===== config.mk =====
export PLATFORM = sky130hd
export DESIGN_NAME = serial_rx_core
export DESIGN_NICKNAME = d
export VERILOG_FILES = /design/src/rtl/rxs_pkg.sv /design/src/rtl/rx_sync.sv /design/src/rtl/rx_frame.sv /design/src/rtl/rx_hold.sv /design/src/rtl/serial_rx_core.sv
export SDC_FILE = /design/constraint.sdc
export NUM_CORES = 1
export LEC_CHECK = 0
export ABC_AREA = 1
export BUFFER_PORTS_ARGS = -buffer_cell sky130_fd_sc_hd__buf_2
export CAP_MARGIN = 20
export CELL_PAD_IN_SITES_DETAIL_PLACEMENT = 0
export CELL_PAD_IN_SITES_GLOBAL_PLACEMENT = 1
export CORE_ASPECT_RATIO = 1.5
export CORE_UTILIZATION = 37
export DETAILED_ROUTE_END_ITERATION = 7
export PLACE_DENSITY_LB_ADDON = 0.1
export SETUP_SLACK_MARGIN = 0.3
export SKIP_LAST_GASP = 1
export SLEW_MARGIN = 25
export SYNTH_ARGS = -nofsm -noshare
export SYNTH_HDL_FRONTEND = slang
export SYNTH_HIERARCHICAL = 1
export SYNTH_SLANG_ARGS = --single-unit

===== constraint.sdc =====
create_clock -name clk -period 1.5 [get_ports clk]
set_clock_uncertainty 0.2 [all_clocks]
set_input_delay 0.075 -clock clk [delete_from_list [all_inputs] [get_ports clk]]
set_output_delay 0.075 -clock clk [all_outputs]
set_load 0.02 [all_outputs]

===== src/rtl/rxs_pkg.sv =====
package rxs_pkg;
  localparam int BUS_W = 8;

  typedef enum logic [1:0] {
    ST_IDLE,
    ST_START,
    ST_DATA,
    ST_STOP
  } rx_state_e;

  localparam logic [1:0] ADDR_CHAR = 2'd0;
  localparam logic [1:0] ADDR_STAT = 2'd1;
  localparam logic [1:0] ADDR_CTRL = 2'd2;

  localparam int STAT_RXC = 7;
  localparam int STAT_FE  = 4;
  localparam int STAT_OVR = 3;
  localparam int CTRL_IE  = 0;
endpackage


===== src/rtl/rx_sync.sv =====
module rx_sync #(
  parameter int STAGES = 2
) (
  input  logic clk,
  input  logic rst_n,
  input  logic din,
  output logic dout
);
  logic [STAGES-1:0] sr;

  always_ff @(posedge clk or negedge rst_n) begin
    if (!rst_n) sr <= '1;
    else        sr <= {sr[STAGES-2:0], din};
  end

  assign dout = sr[STAGES-1];
endmodule


===== src/rtl/rx_frame.sv =====
module rx_frame
  import rxs_pkg::*;
#(
  parameter int DATA_W  = 8,
  parameter int OS_RATE = 16
) (
  input  logic              clk,
  input  logic              rst_n,
  input  logic              tick,
  input  logic              rx,
  output logic              done,
  output logic [DATA_W-1:0] char_out,
  output logic              stop_ok
);
  localparam int CW  = $clog2(OS_RATE);
  localparam int BW  = $clog2(DATA_W + 1);
  localparam int MID = OS_RATE / 2;

  rx_state_e         state;
  logic [CW-1:0]     os_cnt;
  logic [BW-1:0]     bit_cnt;
  logic [DATA_W-1:0] shreg;

  always_ff @(posedge clk or negedge rst_n) begin
    if (!rst_n) begin
      state   <= ST_IDLE;
      os_cnt  <= '0;
      bit_cnt <= '0;
      shreg   <= '0;
      done    <= 1'b0;
      stop_ok <= 1'b0;
    end else begin
      done <= 1'b0;
      if (tick) begin
        case (state)
          ST_IDLE: begin
            if (!rx) begin
              state  <= ST_START;
              os_cnt <= CW'(1);
            end
          end
          ST_START: begin
            if (os_cnt == CW'(MID - 1)) begin
              os_cnt  <= '0;
              bit_cnt <= '0;
              state   <= rx ? ST_IDLE : ST_DATA;
            end else begin
              os_cnt <= os_cnt + 1'b1;
            end
          end
          ST_DATA: begin
            if (os_cnt == CW'(OS_RATE - 1)) begin
              os_cnt <= '0;
              shreg  <= {rx, shreg[DATA_W-1:1]};
              if (bit_cnt == BW'(DATA_W - 1)) state <= ST_STOP;
              else bit_cnt <= bit_cnt + 1'b1;
            end else begin
              os_cnt <= os_cnt + 1'b1;
            end
          end
          default: begin
            if (os_cnt == CW'(OS_RATE - 1)) begin
              os_cnt  <= '0;
              done    <= 1'b1;
              stop_ok <= rx;
              state   <= ST_IDLE;
            end else begin
              os_cnt <= os_cnt + 1'b1;
            end
          end
        endcase
      end
    end
  end

  assign char_out = shreg;


  done_pulse_chk: assert property (@(posedge clk) disable iff (!rst_n)
    done |=> !done);


  bit_range_chk: assert property (@(posedge clk) disable iff (!rst_n)
    (state == ST_DATA) |-> (int'(bit_cnt) < DATA_W));


  start_exit_chk: assert property (@(posedge clk) disable iff (!rst_n)
    (state == ST_START && $past(state) != ST_START) |-> !$past(done));
endmodule


===== src/rtl/rx_hold.sv =====
module rx_hold
  import rxs_pkg::*;
#(
  parameter int DATA_W = 8
) (
  input  logic              clk,
  input  logic              rst_n,
  input  logic              done,
  input  logic [DATA_W-1:0] char_in,
  input  logic              stop_ok,
  input  logic              rd_en,
  input  logic              wr_en,
  input  logic [1:0]        addr,
  input  logic [BUS_W-1:0]  wdata,
  output logic [BUS_W-1:0]  rdata,
  output logic              irq
);
  logic [DATA_W-1:0] char_q;
  logic              rxc_q, fe_q, ovr_q, ie_q;
  logic              clr;

  assign clr = rd_en && (addr == ADDR_CHAR);

  always_ff @(posedge clk or negedge rst_n) begin
    if (!rst_n) begin
      char_q <= '0;
      rxc_q  <= 1'b0;
      fe_q   <= 1'b0;
      ovr_q  <= 1'b0;
      ie_q   <= 1'b0;
    end else begin
      if (clr) begin
        rxc_q <= 1'b0;
        ovr_q <= 1'b0;
      end
      if (done) begin
        if (rxc_q && !clr) begin
          ovr_q <= 1'b1;
        end else begin
          char_q <= char_in;
          fe_q   <= !stop_ok;
          rxc_q  <= 1'b1;
          ovr_q  <= 1'b0;
        end
      end
      if (wr_en && addr == ADDR_CTRL) ie_q <= wdata[CTRL_IE];
    end
  end

  always_comb begin
    rdata = '0;
    case (addr)
      ADDR_CHAR: rdata = BUS_W'(char_q);
      ADDR_STAT: begin
        rdata[STAT_RXC] = rxc_q;
        rdata[STAT_FE]  = fe_q;
        rdata[STAT_OVR] = ovr_q;
      end
      ADDR_CTRL: rdata[CTRL_IE] = ie_q;
      default:   rdata = '0;
    endcase
  end

  assign irq = ie_q & rxc_q;


  rxc_source_chk: assert property (@(posedge clk) disable iff (!rst_n)
    $rose(rxc_q) |-> $past(done));


  rxc_clear_chk: assert property (@(posedge clk) disable iff (!rst_n)
    $fell(rxc_q) |-> $past(clr));


  ovr_source_chk: assert property (@(posedge clk) disable iff (!rst_n)
    $rose(ovr_q) |-> $past(rxc_q));


  held_char_chk: assert property (@(posedge clk) disable iff (!rst_n)
    (rxc_q && !clr) |=> $stable(char_q));
endmodule


===== src/rtl/serial_rx_core.sv =====
module serial_rx_core
  import rxs_pkg::*;
#(
  parameter int DATA_W      = 8,
  parameter int OS_RATE     = 16,
  parameter int SYNC_STAGES = 2
) (
  input  logic       clk,
  input  logic       rst_n,
  input  logic       os_tick,
  input  logic       rxd,
  input  logic       rd_en,
  input  logic       wr_en,
  input  logic [1:0] addr,
  input  logic [7:0] wdata,
  output logic [7:0] rdata,
  output logic       irq
);
  logic              rx_s;
  logic              f_done, f_stop;
  logic [DATA_W-1:0] f_char;

  rx_sync #(.STAGES(SYNC_STAGES)) u_sync (
    .clk(clk), .rst_n(rst_n), .din(rxd), .dout(rx_s)
  );

  rx_frame #(.DATA_W(DATA_W), .OS_RATE(OS_RATE)) u_frame (
    .clk(clk), .rst_n(rst_n), .tick(os_tick), .rx(rx_s),
    .done(f_done), .char_out(f_char), .stop_ok(f_stop)
  );

  rx_hold #(.DATA_W(DATA_W)) u_hold (
    .clk(clk), .rst_n(rst_n), .done(f_done), .char_in(f_char),
    .stop_ok(f_stop), .rd_en(rd_en), .wr_en(wr_en), .addr(addr),
    .wdata(wdata), .rdata(rdata), .irq(irq)
  );
endmodule


# Word level (Yosys, flattened, before mapping)
# Cells that the tools add are included.
[op_classes] add_sub_neg=2 eq_ne=12 muxes=29 n_bitwise=3 reduce_logical=17
[op_table] cell="4-bit 2-to-1 mux" n=6
[op_table] cell="2-bit 2-to-1 mux" n=8
[op_table] cell="4-bit case mux with 2 select lines" n=2
[op_table] cell="1-bit 2-to-1 mux" n=9
[op_table] cell="4-bit by 1-bit adder with 4-bit output (second input constant)" n=2
[op_table] cell="4-bit by 3-bit equality test with 1-bit output (second input constant)" n=2
[op_table] cell="2-bit by 1-bit inequality test with 1-bit output (second input constant)" n=3
[op_table] cell="2-bit case mux with 3 select lines" n=1
[op_table] cell="3-bit AND reduction" n=2
[op_table] cell="6-bit AND reduction" n=1
[op_table] cell="5-bit AND reduction" n=1
[op_table] cell="2-bit by 1-bit equality test with 1-bit output (second input constant)" n=2
[op_table] cell="2-bit equality test (second input constant)" n=2
[op_table] cell="4-bit equality test (second input constant)" n=1
[op_table] cell="2-bit zero test" n=2
[op_table] cell="2-bit inequality test (second input constant)" n=2
[op_table] cell="1-bit case mux with 2 select lines" n=2
[op_table] cell="2-bit case mux with 2 select lines" n=1
[op_table] cell="2-bit AND reduction" n=2
[op_table] cell="2-bit nonzero test" n=2
[op_table] cell="1-bit logical AND" n=3
[op_table] cell="3-bit nonzero test" n=1
[op_table] cell="3-bit OR reduction" n=1
[op_table] cell="1-bit zero test" n=2
[op_table] cell="2 further kinds" n=3
[totals] register_bits=34 inputBits=16 out_inout_bits=9

# Depth between registers and ports, before layout
# Gate-level depths: netlist of run 1.
[depth] ltp_word=6 depth_mapped=7

# Hierarchy
# The synthesis of run 1 kept the hierarchy.
[modules_own_cells] mod="rx_frame" instances=1 cells_per_inst=126 area_each_um2=1036.0
[modules_own_cells] mod="rx_hold" instances=1 cells_per_inst=79 area_each_um2=599.3
[modules_own_cells] mod="rx_sync" instances=1 cells_per_inst=2 area_each_um2=52.6

# Worst setup path after synthesis of run 1
# Ideal clock, no wire load.
[synth_path] path_kind="register to register" start="register u_frame.os_cnt[0]" end="register u_frame.shreg[7] (netlist: u_frame/char_out[7])" setup_time_ns=0.117 arrival_ns=1.152 required_ns=1.183 path_slack_ns=0.030 path_stages_with_launch=8 cell_sequence="dfrtp_1 ha_1 nand3_1 inv_1 nand3_4 buf_6 nand2_1 o21ai_2"
[synth_via] elab_chain_cells=2
[synth_lines] element="start: declaration" line_no="rx_frame.sv:20" text="logic [CW-1:0] os_cnt;"
[synth_lines] element="start signal: assignment" line_no="rx_frame.sv:48" text="os_cnt <= os_cnt + 1'b1;"
[synth_lines] element="start signal: assignment" line_no="rx_frame.sv:58" text="os_cnt <= os_cnt + 1'b1;"
[synth_lines] element="start signal: assignment" line_no="rx_frame.sv:68" text="os_cnt <= os_cnt + 1'b1;"
[synth_lines] element="4-bit equality test" line_no="rx_frame.sv:52" text="if (os_cnt == CW'(OS_RATE - 1)) begin"
[synth_lines] element="3-bit AND reduction (no source line)"
[synth_lines] element="end signal: assignment" line_no="rx_frame.sv:54" text="shreg <= {rx, shreg[DATA_W-1:1]};"
[synth_lines] element="end: declaration" line_no="rx_frame.sv:22" text="logic [DATA_W-1:0] shreg;"
# No other way between the ends.
# A chain may end at the register's enable or synchronous reset.

# Worst setup path in the final report of run 1
[layout_path] start="register u_frame.state[1]" end="register u_frame.shreg[6] (netlist: u_frame/char_out[6])"
[layout_via] elab_chain_cells=2
[layout_lines] element="start: declaration" line_no="rx_frame.sv:19" text="rx_state_e state;"
[layout_lines] element="start signal: assignment" line_no="rx_frame.sv:46" text="state <= rx ? ST_IDLE : ST_DATA;"
[layout_lines] element="2-bit equality test" line_no="rx_frame.sv:35" text="case (state)"
[layout_lines] element="3-bit AND reduction (no source line)"
# No other way between the ends.

==> flow_summary.ini, run 1 <==
[placed_design]
io_buffers = 17
dp_hpwl_um = 2390
gp_congestion = 0.787
numPlacedInstances = 274
preCtsSetupSlack_ns = -0.0162

[die]
die_h_um = 84.7
die_x_um = 57.1
core_area_um2 = 4320
rows = 29
dieArea_um2 = 4840
ioPinCount = 25
initial_core_util = 0.391

[worst_setup_path]
cp-start-kind = register
cp_num_buf_inv = 2
path_cells = inv_2 -> nor2_4 -> buf_6 -> nand3_4 -> nor2_2 -> a21oi_2
path_delay_family = flip-flops
end_kind = register
cp_slowest_cell = dfrtp_2
max_stage_delay_ns = 0.44
criticalPathCategory = register to register
cp_max_fo = 8
cp.arrival_ns = 1.40
worstPathRequired_ns = 1.47

[cts]
ctsRootBufferMaster = clkbuf_8
numCtsBuffers = 5
cts_htree_levels = 2
insertion_delay_ns = 0.28
cts_tree = done
cts_hold_buf = 5
clk_path_buf_depth = 2
path_clk_slew_ns = 0.07
clock-sinks = 34

[sta]
hold_ws_ns = -0.0743
fin_ws_ns = 0.0757
setup_viol = 0
slew_headroom = 0.710
clock.fmax_mhz = 702
tightest_slew_ns = 0.436
tns_ns = 0
rsz0062_at_grt = yes
slew_viol_final = 0
finalCritPeriodShare = 0.950
hold_violations = 2
period_needed_ns = 1.42

[synthesis]
synth.distinct_cells = 22
netlist_area_um2 = 1690
synth_fp_nets = 225
muxShareOfSynthArea = 0
yosysWarnings = 6
synthesis.instances = 207
synth-adder-area-share = 0.0148
synth-simple-area-share = 0.312
synth_top_family_by_area = simple AND/OR/NAND/NOR gates
ys_seq_area_frac = 0.506
synthXorXnorAreaFrac = 0.00519
synth-compound-area-share = 0.0823
ys_ff_latch = 34
avgSynthCellArea_um2 = 8.15

[pwr]
cellPowerDensity_nw_per_um2 = 1250
ir_drop_v = 0.000748
leakagePower_uw = 0.00114

[layout]
multi_input_area_um2 = 858
num-nets-final = 273
final.fill_count = 407
seq_area_um2 = 857
layout-drive-gt1-share = 0.383
fin_cells = 302
synthToLayoutAreaGrowth_pct = 37.1
diodes = 0
post-route-util = 0.536

[detailed_routing]
routedWlPerCell_um = 11.8
ant_nets = 0
vias = 1462
wl_um = 3560
drc_errors = 9
firstDrtPassIters = 8
via_per_inst = 4.84
drtIter0Drc = 64

[global_route]
grt_usage = 0.161
grt_pass1_wl_um = 6000
overflow = 0
antenna_found_initial = 0
grt_max_degree = 35
first_global_vias = 1398

[run_status]
failed_checks = DRC, hold timing
outcome = finished, violations left

[min_path]
min_path_type = input pin to register

[run]
cap_violations = 0
cells in the mapped netlist, drive strengths merged:
library cell | number | area, µm²
nand2 | 69 | 267
dfrtp | 32 | 801
inv | 28 | 105
nand3 | 25 | 143
nor2 | 21 | 98.8
a21oi | 10 | 61.3
o21ai | 10 | 68.8
buf | 3 | 30.0
nand4 | 3 | 18.8
dfstp | 2 | 52.6
ha | 2 | 25.0
a22o | 1 | 8.76
xnor2 | 1 | 8.76
worst paths after layout:
path / from / endpoint / slack (ns) / depth (start not counted)
min in group asynchronous: rst_n / u_hold/ie_q / 0.15 / 3
max in group asynchronous: rst_n / u_sync/sr[0] / 0.61 / 3
max reg2reg: u_frame/state[1] / u_frame/char_out[6] / 0.08 / 6
min reg2reg: u_sync/sr[0] / u_sync/sr[1] / 0.16 / 0
min: rd_en / u_hold/ovr_q / -0.07 / 4
max: u_frame/state[1] / u_frame/char_out[6] / 0.08 / 6
state kept, by name (all words and copies together) (netlist names):
| name | count |
|---|---|
| u_frame/state | 2 |
| u_frame/done | 1 |
| u_frame/stop_ok | 1 |
| u_sync/sr | 2 |
| u_frame/char_out | 8 |
| u_hold/char_q | 8 |
| u_hold/ie_q | 1 |
| u_hold/ovr_q | 1 |
| u_frame/bit_cnt | 4 |
| u_hold/rxc_q | 1 |
| u_frame/os_cnt | 4 |
| u_hold/fe_q | 1 |
tightest hold or removal path, delay by kind of cell:
kind / cells / cell delay [ns]
buffers and inverters: 1 / 0.08
AO/OA/AOI/OAI: 1 / 0.07
AND/OR/NAND/NOR: 2 / 0.13
timing repair:
| item | in CTS | in global routing |
|---|---|---|
| pin swaps | 22 | 6 |
| resized for setup | 33 | 13 |
| buffers inserted | 8 | 6 |
| hold endpoints to repair | 39 | 2 |
| endpoints found under the setup margin | 37 | 34 |
| gates cloned | 1 | 0 |
cells by family (layout without fill, tap and decap cells):
family | after synthesis | count (layout)
xor+xnor | 1 | 1
compound gates | 21 | 21
flops | 34 | 34
simple gates | 118 | 119
buf+inv | 31 | 79
fa+ha+maj | 2 | 2
area by class of cell:
| type | instances | area share |
|---|---|---|
| Clock inverter | 2 | 0.00541 |
| Inverter | 28 | 0.0465 |
| Multi-Input combinational cell | 143 | 0.371 |
| Tap cell | 46 | 0.0249 |
| Sequential cell | 34 | 0.370 |
| Timing Repair Buffer | 43 | 0.146 |
| Clock buffer | 6 | 0.0357 |
stage by stage:
step | total power [µW] | instance area [µm²]
finish | 2900 | 2310
global route | 3080 | 2310
CTS | 2830 | 2220
detailed placement | 1950 | 1890
global placement | 1930 | 1890
floorplan | 1710 | 1730
metal layers:
metal	global-route usage	vias to the layer above	part of all wire
li1	-	748	-
met1	0.155	678	0.38
met2	0.313	27	0.56
met3	0.0324	9	0.028
met4	0.0754	0	0.027
met5	0	-	0
where the power goes:
group	switching, µW	total, µW	internal (µW)
Sequential	164	1220	1050
Clock	332	701	369
Combinational	542	981	438
Total	1040	2900	1860
placed cells by master, fill, tap and decap left out, drive strengths merged:
cell type / netlist / routed
dfrtp: 32 / 32
a21oi: 10 / 10
clkbuf: 0 / 6
xnor2: 1 / 1
nand3: 25 / 26
nor2: 21 / 21
buf: 3 / 38
o21ai: 10 / 10
clkinv: 0 / 1
ha: 2 / 2
clkinvlp: 0 / 1
dlygate4sd3: 0 / 5
inv: 28 / 28
nand4: 3 / 3
nand2: 69 / 69
dfstp: 2 / 2
a22o: 1 / 1
(Power assumes the default switching activity.)
==> run 2: changes to the inputs <==
Settings changed: CORE_UTILIZATION 37 to 41.
Clock period 1.5 ns to 1.6 ns, I/O delays scaled along.
==> run 2 against run 1 <==
The flow finishes with violations (hold timing). Clock power fell by 5.4%. Sequential share of layout area grew 0.60 points. Hold slack better by 0.055 ns. Cell count decreased by 1.7%. Worst setup slack better by 0.039 ns. Maximum frequency decreased by 4.1%. Register-to-register slack improved by 0.04 ns. First-iteration DRC count decreased by 64%. Utilization grew 3.8 points. Sequential cell count stayed put. Cell area fell by 1.7%. Clock-buffer cell count stayed put. Largest power group unchanged. Highest routed layer unchanged.
==> flow_summary.ini, run 2 (same netlist as run 1, synthesis figures left out) <==
[run_status]
outcome = finished, violations left
failed_checks = hold timing

[die]
dieArea_um2 = 4380
core_area_um2 = 3960
rows = 28
ioPinCount = 25
initial_core_util = 0.426
die_h_um = 80.6
die_x_um = 54.4

[min_path]
min_path_type = input pin to register
min-delay-start = rd_en
hold-path-endpoint = u_hold/rxc_q
hold_path_depth = 4

[worst_setup_path]
cp_max_fo = 8
cp.arrival_ns = 1.46
cp-start-kind = register
reg2reg_depth = 6
end_kind = register
timing.rr.start = u_frame/os_cnt[0]
reg2reg_slack_ns = 0.11
criticalPathCategory = register to register
timing.rr.end = u_frame/char_out[2]
worstPathRequired_ns = 1.57

[detailed_routing]
drtIter0Drc = 23
ant_nets = 0
wl_um = 3750
drc_errors = 0
vias = 1454
routedWlPerCell_um = 12.6
via_per_inst = 4.90
firstDrtPassIters = 4

[layout]
seq_area_um2 = 856
final_common_cell = nand2_1
final.fill_count = 366
multi_input_area_um2 = 856
mostFrequentLayoutCells = nand2_1 (54), dfrtp_1 (30), inv_1 (26)
diodes = 0
num-nets-final = 269
post-route-util = 0.574
layout-drive-gt1-share = 0.361
synthToLayoutAreaGrowth_pct = 34.7

[cts]
cts_tree = done
clk_path_buf_depth = 2
insertion_delay_ns = 0.28
cts_htree_levels = 2
numCtsBuffers = 5
ctsRootBufferMaster = clkbuf_8
path_clk_slew_ns = 0.07
clock-sinks = 34

[sta]
setup_viol = 0
slew_headroom = 0.711
tightest_slew_ns = 0.433
rsz0062_at_grt = yes
finalCritPeriodShare = 0.928
clock.fmax_mhz = 673
hold_violations = 1
period_needed_ns = 1.49
slew_viol_final = 0
hold_ws_ns = -0.0195
tns_ns = 0

[global_route]
grt_pass1_wl_um = 6350
overflow = 0
grt_usage = 0.206
grt_max_degree = 35
antenna_found_initial = 0
first_global_vias = 1517

[pwr]
cellPowerDensity_nw_per_um2 = 1240
ir_drop_v = 0.000799
leakagePower_uw = 0.00113

[placed_design]
gp_congestion = 0.730
dp_hpwl_um = 2600
io_buffers = 17

[run]
cap_violations = 0
-- run 2: metrics by stage --
stage | worst slack (ns) | instance area (µm²) | cells | power [µW]
2_1_floorplan | 0.220 | 1720 | 207 | 1590
3_3_place_gp | 0.0831 | 1850 | 268 | 1740
3_5_place_dp | 0.0449 | 1850 | 268 | 1770
4_1_cts | 0.147 | 2190 | 295 | 2720
5_1_grt | 0.0412 | 2270 | 297 | 3020
6_report | 0.115 | 2270 | 297 | 2820
-- run 2: worst max-delay path, stage by stage (launching register included) --
cell and delay, ns:
dfrtp_1 0.41, ha_4 0.20, nand3_4 0.11, inv_4 0.12, nand3_4 0.16, nor2_2 0.14
a21oi_2 0.04
-- run 2: area by class of cell --
cell class | count | share of cell area
tap | 45 | 0.0248
multi-input combinational | 143 | 0.376
clock buffer | 6 | 0.0363
clock inverter | 2 | 0.00550
sequential | 34 | 0.376
inverter | 28 | 0.0473
timing repair buffer | 39 | 0.133
-- run 2: how the worst max path moves through the flow --
stage,endpoint,start
floorplan,u_frame/char_out[7],u_frame/os_cnt[0]
global placement,u_frame/char_out[2],u_frame/os_cnt[0]
detailed placement,u_frame/char_out[2],u_frame/os_cnt[1]
CTS,u_frame/stop_ok,u_frame/os_cnt[1]
global route,u_frame/char_out[2],u_frame/os_cnt[0]
finish,u_frame/char_out[2],u_frame/os_cnt[0]
-- run 2: per-layer routing --
layer,share of wire,GRT usage
met1,0.37,0.198
met2,0.57,0.377
met3,0.032,0.0549
met4,0.019,0.100
met5,0,0
-- run 2: timing repair --
| item | 4_1_cts | 5_1_grt |
|---|---|---|
| setup endpoints to repair | 19 | 33 |
| pin swaps | 4 | 22 |
| hold endpoints to repair | 38 | 0 |
| resized for setup | 23 | 21 |
| hold buffers | 7 | 0 |
| setup buffers | 11 | 2 |
| gates cloned | 1 | 0 |
-- run 2: power breakdown --
part           switching, µW  internal (µW)
Clock                    317            346
Combinational            553            465
Sequential               158            986
